File: src/rtl/oof_pkg.sv
package oof_pkg;

    localparam int HIST_MAX  = 6;
    localparam int WIN_SHORT_LEN = 4;
    localparam int WIN_MID_LEN   = 5;
    localparam int WIN_LONG_LEN  = 6;
    localparam int ERR_LIMIT = 2;
    localparam int CNT_W     = $clog2(HIST_MAX + 1);

    typedef logic [HIST_MAX-1:0] hist_t;
    typedef logic [CNT_W-1:0]    cnt_t;

    typedef enum logic [1:0] {
        WSEL_SHORT  = 2'd0,
        WSEL_MEDIUM = 2'd1,
        WSEL_WIDE   = 2'd2
    } win_e;

    typedef struct packed {
        logic sel_long;
        logic sel_mid;
    } win_ctl_t;

    function automatic win_e decode_win(win_ctl_t c);
        if (c.sel_long)     return WSEL_WIDE;
        else if (c.sel_mid) return WSEL_MEDIUM;
        else                return WSEL_SHORT;
    endfunction

    function automatic cnt_t win_len(win_e w);
        case (w)
            WSEL_WIDE:   return cnt_t'(WIN_LONG_LEN);
            WSEL_MEDIUM: return cnt_t'(WIN_MID_LEN);
            default:     return cnt_t'(WIN_SHORT_LEN);
        endcase
    endfunction

    function automatic hist_t win_mask(cnt_t n);
        hist_t m;
        for (int i = 0; i < HIST_MAX; i++) begin
            m[i] = (cnt_t'(i) < n);
        end
        return m;
    endfunction

    function automatic cnt_t count_ones(hist_t v);
        cnt_t c;
        c = '0;
        for (int i = 0; i < HIST_MAX; i++) begin
            c = c + cnt_t'(v[i]);
        end
        return c;
    endfunction

endpackage

File: src/rtl/oof_win_ctl.sv
module oof_win_ctl
    import oof_pkg::*;
(
    input  logic     clk,
    input  logic     rst,
    input  win_ctl_t ctl,
    output win_e     win,
    output logic     changed
);

    win_ctl_t ctl_q;

    always_ff @(posedge clk) begin
        ctl_q <= ctl;
    end

    assign changed = !rst && (ctl != ctl_q);
    assign win     = decode_win(ctl);

    p_wide_dominates_r3: assert property (@(posedge clk) disable iff (rst)
        ctl.sel_long |-> (win_len(win) == cnt_t'(WIN_LONG_LEN)));

endmodule

File: src/rtl/oof_win_eval.sv
module oof_win_eval
    import oof_pkg::*;
(
    input  hist_t hist,
    input  logic  err_in,
    input  win_e  win,
    output hist_t cand,
    output logic  trip
);

    cnt_t  n_err;
    hist_t masked;

    always_comb begin
        cand   = {hist[HIST_MAX-2:0], err_in};
        masked = cand & win_mask(win_len(win));
        n_err  = count_ones(masked);
        trip   = (n_err >= cnt_t'(ERR_LIMIT));
    end

endmodule

File: src/rtl/oof_err_hist.sv
module oof_err_hist
    import oof_pkg::*;
(
    input  logic  clk,
    input  logic  rst,
    input  logic  clr,
    input  logic  load,
    input  hist_t load_val,
    output hist_t hist
);

    always_ff @(posedge clk) begin
        if (rst || clr)  hist <= '0;
        else if (load)   hist <= load_val;
    end

    p_hold_between_strobes_r4: assert property (@(posedge clk) disable iff (rst)
        (!load && !clr) |=> $stable(hist));

    p_clear_empties_r6: assert property (@(posedge clk) disable iff (rst)
        clr |=> (hist == '0));

endmodule

File: src/rtl/oof_detector.sv
module oof_detector
    import oof_pkg::*;
(
    input  logic clk,
    input  logic rst,
    input  logic fb_strobe,
    input  logic fb_err,
    input  logic win_mid,
    input  logic win_long,
    input  logic in_sync,
    output logic oof_pulse
);

    win_ctl_t ctl;
    win_e     win;
    logic     ctl_changed;
    hist_t    hist;
    hist_t    cand;
    logic     trip;
    logic     accept;
    logic     fire;
    logic     hist_clr;

    assign ctl.sel_mid  = win_mid;
    assign ctl.sel_long = win_long;

    oof_win_ctl u_ctl (
        .clk     (clk),
        .rst     (rst),
        .ctl     (ctl),
        .win     (win),
        .changed (ctl_changed)
    );

    oof_win_eval u_eval (
        .hist   (hist),
        .err_in (fb_err),
        .win    (win),
        .cand   (cand),
        .trip   (trip)
    );

    assign accept   = fb_strobe && in_sync && !ctl_changed;
    assign fire     = accept && trip;
    assign hist_clr = !in_sync || ctl_changed || fire;

    oof_err_hist u_hist (
        .clk      (clk),
        .rst      (rst),
        .clr      (hist_clr),
        .load     (accept),
        .load_val (cand),
        .hist     (hist)
    );

    always_ff @(posedge clk) begin
        if (rst) oof_pulse <= 1'b0;
        else     oof_pulse <= fire;
    end

    p_pulse_after_strobe_r4: assert property (@(posedge clk) disable iff (rst)
        oof_pulse |-> $past(fb_strobe));

    p_single_cycle_r5: assert property (@(posedge clk) disable iff (rst)
        oof_pulse |=> !oof_pulse);

    p_quiet_out_of_sync_r6: assert property (@(posedge clk) disable iff (rst)
        !in_sync |=> !oof_pulse);

    p_quiet_on_sel_change_r7: assert property (@(posedge clk) disable iff (rst)
        ((win_mid != $past(win_mid)) || (win_long != $past(win_long))) |=> !oof_pulse);

    p_reset_quiet_r8: assert property (@(posedge clk)
        $past(rst) |-> !oof_pulse);

endmodule

File: config.mk
export PLATFORM = sky130hd
export DESIGN_NAME = oof_detector
export DESIGN_NICKNAME = d
export VERILOG_FILES = /design/src/rtl/oof_pkg.sv /design/src/rtl/oof_win_ctl.sv /design/src/rtl/oof_win_eval.sv /design/src/rtl/oof_err_hist.sv /design/src/rtl/oof_detector.sv
export SDC_FILE = /design/constraint.sdc
export NUM_CORES = 1
export LEC_CHECK = 0
export ABC_AREA = 1
export CAP_MARGIN = 20
export CORE_AREA = 2 2 39 41
export DETAILED_ROUTE_END_ITERATION = 10
export DIE_AREA = 0 0 41 43
export PLACE_DENSITY = 0.56
export SYNTH_ARGS = -nofsm -noshare
export SYNTH_HDL_FRONTEND = slang
export SYNTH_SLANG_ARGS = --single-unit
File: constraint.sdc
create_clock -name clk -period 3.6 [get_ports clk]
set_input_delay 0.54 -clock clk [delete_from_list [all_inputs] [get_ports clk]]
set_output_delay 0.54 -clock clk [all_outputs]
set_load 0.01 [all_outputs]
==> flow_metrics.py <==
metrics = {
    "routing": {
        "wl_met2_um": 350,
        "drc": 0,
        "totalWireLength_um": 798,
        "routedWlPerCell_um": 9.500,
        "antenna_left": 0,
        "viasPerCell": 4.571,
        "met1_length_um": 384,
        "routed-wl-met3_um": 63,
        "firstDrtPassIters": 4,
        "highest_layer": "met3",
        "drtIter0Drc": 6,
        "num_vias": 384,
    },
    "setup_path": {
        "reg2reg_slack_ns": 0.90,
        "max_stage_delay_ns": 0.49,
        "path_class": "in2reg",
        "cp_cell_sequence": "clkdlybuf4s50_1 > ha_1 > inv_1 > fa_1 > inv_1 > ha_1 > a21o_1 > fa_1 > or2_2 > nand3_4 > nand2_4 > a21oi_2",
        "crit_path_top_delay_cell": "fa_1",
        "worst_ep_required_time_ns": 3.79,
        "cp.arrival_ns": 3.30,
        "r2r_start": "u_hist.hist[0]",
        "worstPathMaxFanout": 5,
        "r2r_cells": 11,
        "critPathCaptureType": "register",
        "worstReg2RegEnd": "u_hist.hist[0]",
        "cp_top_family": "adder cells",
        "critPathBufInv": 3,
        "cp-startpoint": "fb_err",
        "cp-start-kind": "input pin",
    },
    "clock_tree": {
        "post_cts_resized": 0,
        "cts-root-buf": "clkbuf_4",
        "cts_sinks": 8,
        "clock_latency_ns": 0.26,
        "cts.clk_slew.worst_paths_ns": 0.06,
        "cts_buffers": 3,
        "cts_tree": "yes",
        "hold_buffers": 0,
        "cts_setup_buffers": 0,
        "cts_buffer_depth": 2,
        "htree_levels": 1,
    },
    "place": {
        "place.detailed.hpwl_um": 619.1,
        "place_worst_setup_slack_ns": 0.2030,
        "numPortBuffers": 7,
        "finalWeightedCongestion": 0.7464,
    },
    "logic_synthesis": {
        "syn_nets": 69,
        "yosysMostFrequentCell": "nand2_1",
        "ys_types": 17,
        "ys_seq_area_share_pct": 33.42,
        "synth_ff_type": "dfxtp_1",
        "ys_ff_latch": 8,
        "synth-edff-count": 0,
        "avgSynthCellArea_um2": 8.262,
        "synth_commonest_cells": "nand2_1, inv_1, dfxtp_1, a21oi_2, nand3_1",
        "synth_top_area_cell": "dfxtp_1",
        "synth_area_leaders": "dfxtp_1, nand2_1, a21oi_2",
        "synth.cell_area_um2": 479.2,
        "yosysTopAreaCellShare_pct": 33.42,
        "async_flop_share_pct": 0,
        "synth_cells": 58,
        "yosysWarnings": 0,
    },
    "sta": {
        "clock_skew_ns": 0.003097,
        "setup_viol_count_final": 0,
        "slew_headroom_pct": 83.54,
        "fin_crit_ns": 3.109,
        "fin_ws_ns": 0.4912,
        "period_share_pct": 86.36,
        "drv_slew": 0,
        "fmax_mhz": 321.7,
        "setup_tns_ns": 0,
        "hold_violations": 0,
        "tightest_slew_ns": 0.2443,
        "rsz0062_at_grt": "no",
    },
    "power_and_ir_drop": {
        "p_leak_uw": 0.0002766,
        "p_seq_share_pct": 49.1,
        "power_frac_clock_pct": 38.1,
        "p_int_uw": 138.3,
        "vdd_drop_max_v": 0.0001853,
        "power.share.combinational_pct": 12.8,
        "switching_share_pct": 24.77,
        "netSwitchingPower_uw": 45.53,
        "powerDensity_nw_per_um2": 310.6,
    },
    "floorplanning": {
        "start_util_pct": 34.63,
        "rows": 14,
        "die_h_um": 43,
        "die-width_um": 41,
        "core_area_um2": 1384,
        "io_pins": 8,
        "dieArea_um2": 1763,
    },
    "grt": {
        "grt_max_degree": 9,
        "grt_pass1_wl_mm": 1.407,
        "grt_pass1_vias": 327,
        "grt_antenna_before_repair": 0,
        "overflow": 0,
        "grt_usage_pct": 12.30,
    },
    "worst_hold_path": {
        "hold_start": "u_hist.hist[4]",
        "min_path_cells": 2,
        "hp-class": "reg2reg",
        "hold_end": "u_hist.hist[4]",
    },
    "cells_and_area": {
        "multiInputGateArea_um2": 272.8,
        "antenna_cells": 0,
        "drive_gt1_share_pct": 23.53,
        "syn_to_final_growth_pct": 23.50,
        "num-nets-final": 81,
        "fillers": 142,
        "register_area_um2": 160.2,
    },
    "status": {
        "status": "completed",
    },
    "run": {
        "maxCapViolCount": 0,
    },
}
-- cell usage in the layout (no fill, tap or decap) --
master / count
nand2_1: 14
inv_1: 10
dfxtp_1: 8
clkdlybuf4s50_1: 7
nand3_1: 5
a21oi_2: 5
nand2_4: 3
clkbuf_4: 3
fa_1: 2
ha_1: 2
a21o_1: 1
o21ai_0: 1
nand2_2: 1
inv_2: 1
clkinv_2: 1
or2_2: 1
nand3_4: 1
nor2_1: 1
nand4_1: 1
-- routing by layer --
metal / track usage (%) / vias up
met5: 0 / -
met4: 2.000 / 0
met3: 9.424 / 0
met2: 15.63 / 11
met1: 16.61 / 170
li1: - / 203
-- final cells by class --
class	instances	share of cell area, %
clock buffers	3	3.805
inverters	12	7.822
repair buffers	7	11.84
multi-input cells	38	46.09
flip-flops and latches	8	27.06
well taps	16	3.383
-- worst register-to-register path, delay by kind of cell (launching register included) --
family                   cells  cell delay, ns
flip-flops                   1            0.32
AND/OR/NAND/NOR              3            0.50
adder cells (fa/ha/maj)      4            1.44
AO/OA/AOI/OAI                2            0.30
buffers and inverters        2            0.09
-- state kept, by name (all words and copies together), names as in the netlist --
register     count
u_hist.hist      5
u_ctl.ctl_q      2
oof_pulse        1
-- worst max-delay path by stage --
stage                          end  slack [ns]  cells past startpoint
floorplan           u_hist.hist[0]        0.75                     11
global placement    u_hist.hist[1]        0.22                     12
detailed placement  u_hist.hist[0]        0.20                     12
CTS                 u_hist.hist[0]        0.47                     12
global route        u_hist.hist[0]        0.32                     12
finish              u_hist.hist[0]        0.49                     12
-- power by group through the flow --
| stage | logic [uW] | registers, uW | clock network [uW] |
|---|---|---|---|
| finish | 23.4 | 90.3 | 70.0 |
| global route | 26.8 | 90.4 | 80.2 |
| CTS | 23.8 | 90.3 | 73.0 |
| detailed placement | 23.7 | 92.3 | 0 |
| global placement | 23.4 | 92.2 | 0 |
| floorplan | 13.6 | 92.2 | 0 |
-- metrics by stage --
step | instances | utilization (%) | instance area [um2] | hold slack [ns] | power, uW
CTS | 84 | 42.77 | 591.8 | 0.4692 | 187.2
finish | 84 | 42.77 | 591.8 | 0.4687 | 183.8
detailed placement | 81 | 41.14 | 569.3 | 0.4590 | 116.0
global route | 84 | 42.77 | 591.8 | 0.5041 | 197.4
floorplan | 58 | - | 479.2 | 0.4480 | 105.8
global placement | 81 | 41.14 | 569.3 | 0.4604 | 115.6
-- kinds of logic after synthesis --
kind of cell | after synthesis | share of synthesized area [%]
fa+ha+maj | 4 | 13.58
flops | 8 | 33.42
buf+inv | 12 | 9.660
compound gates | 7 | 11.75
simple gates | 27 | 31.59
(Power assumes the default switching activity.)
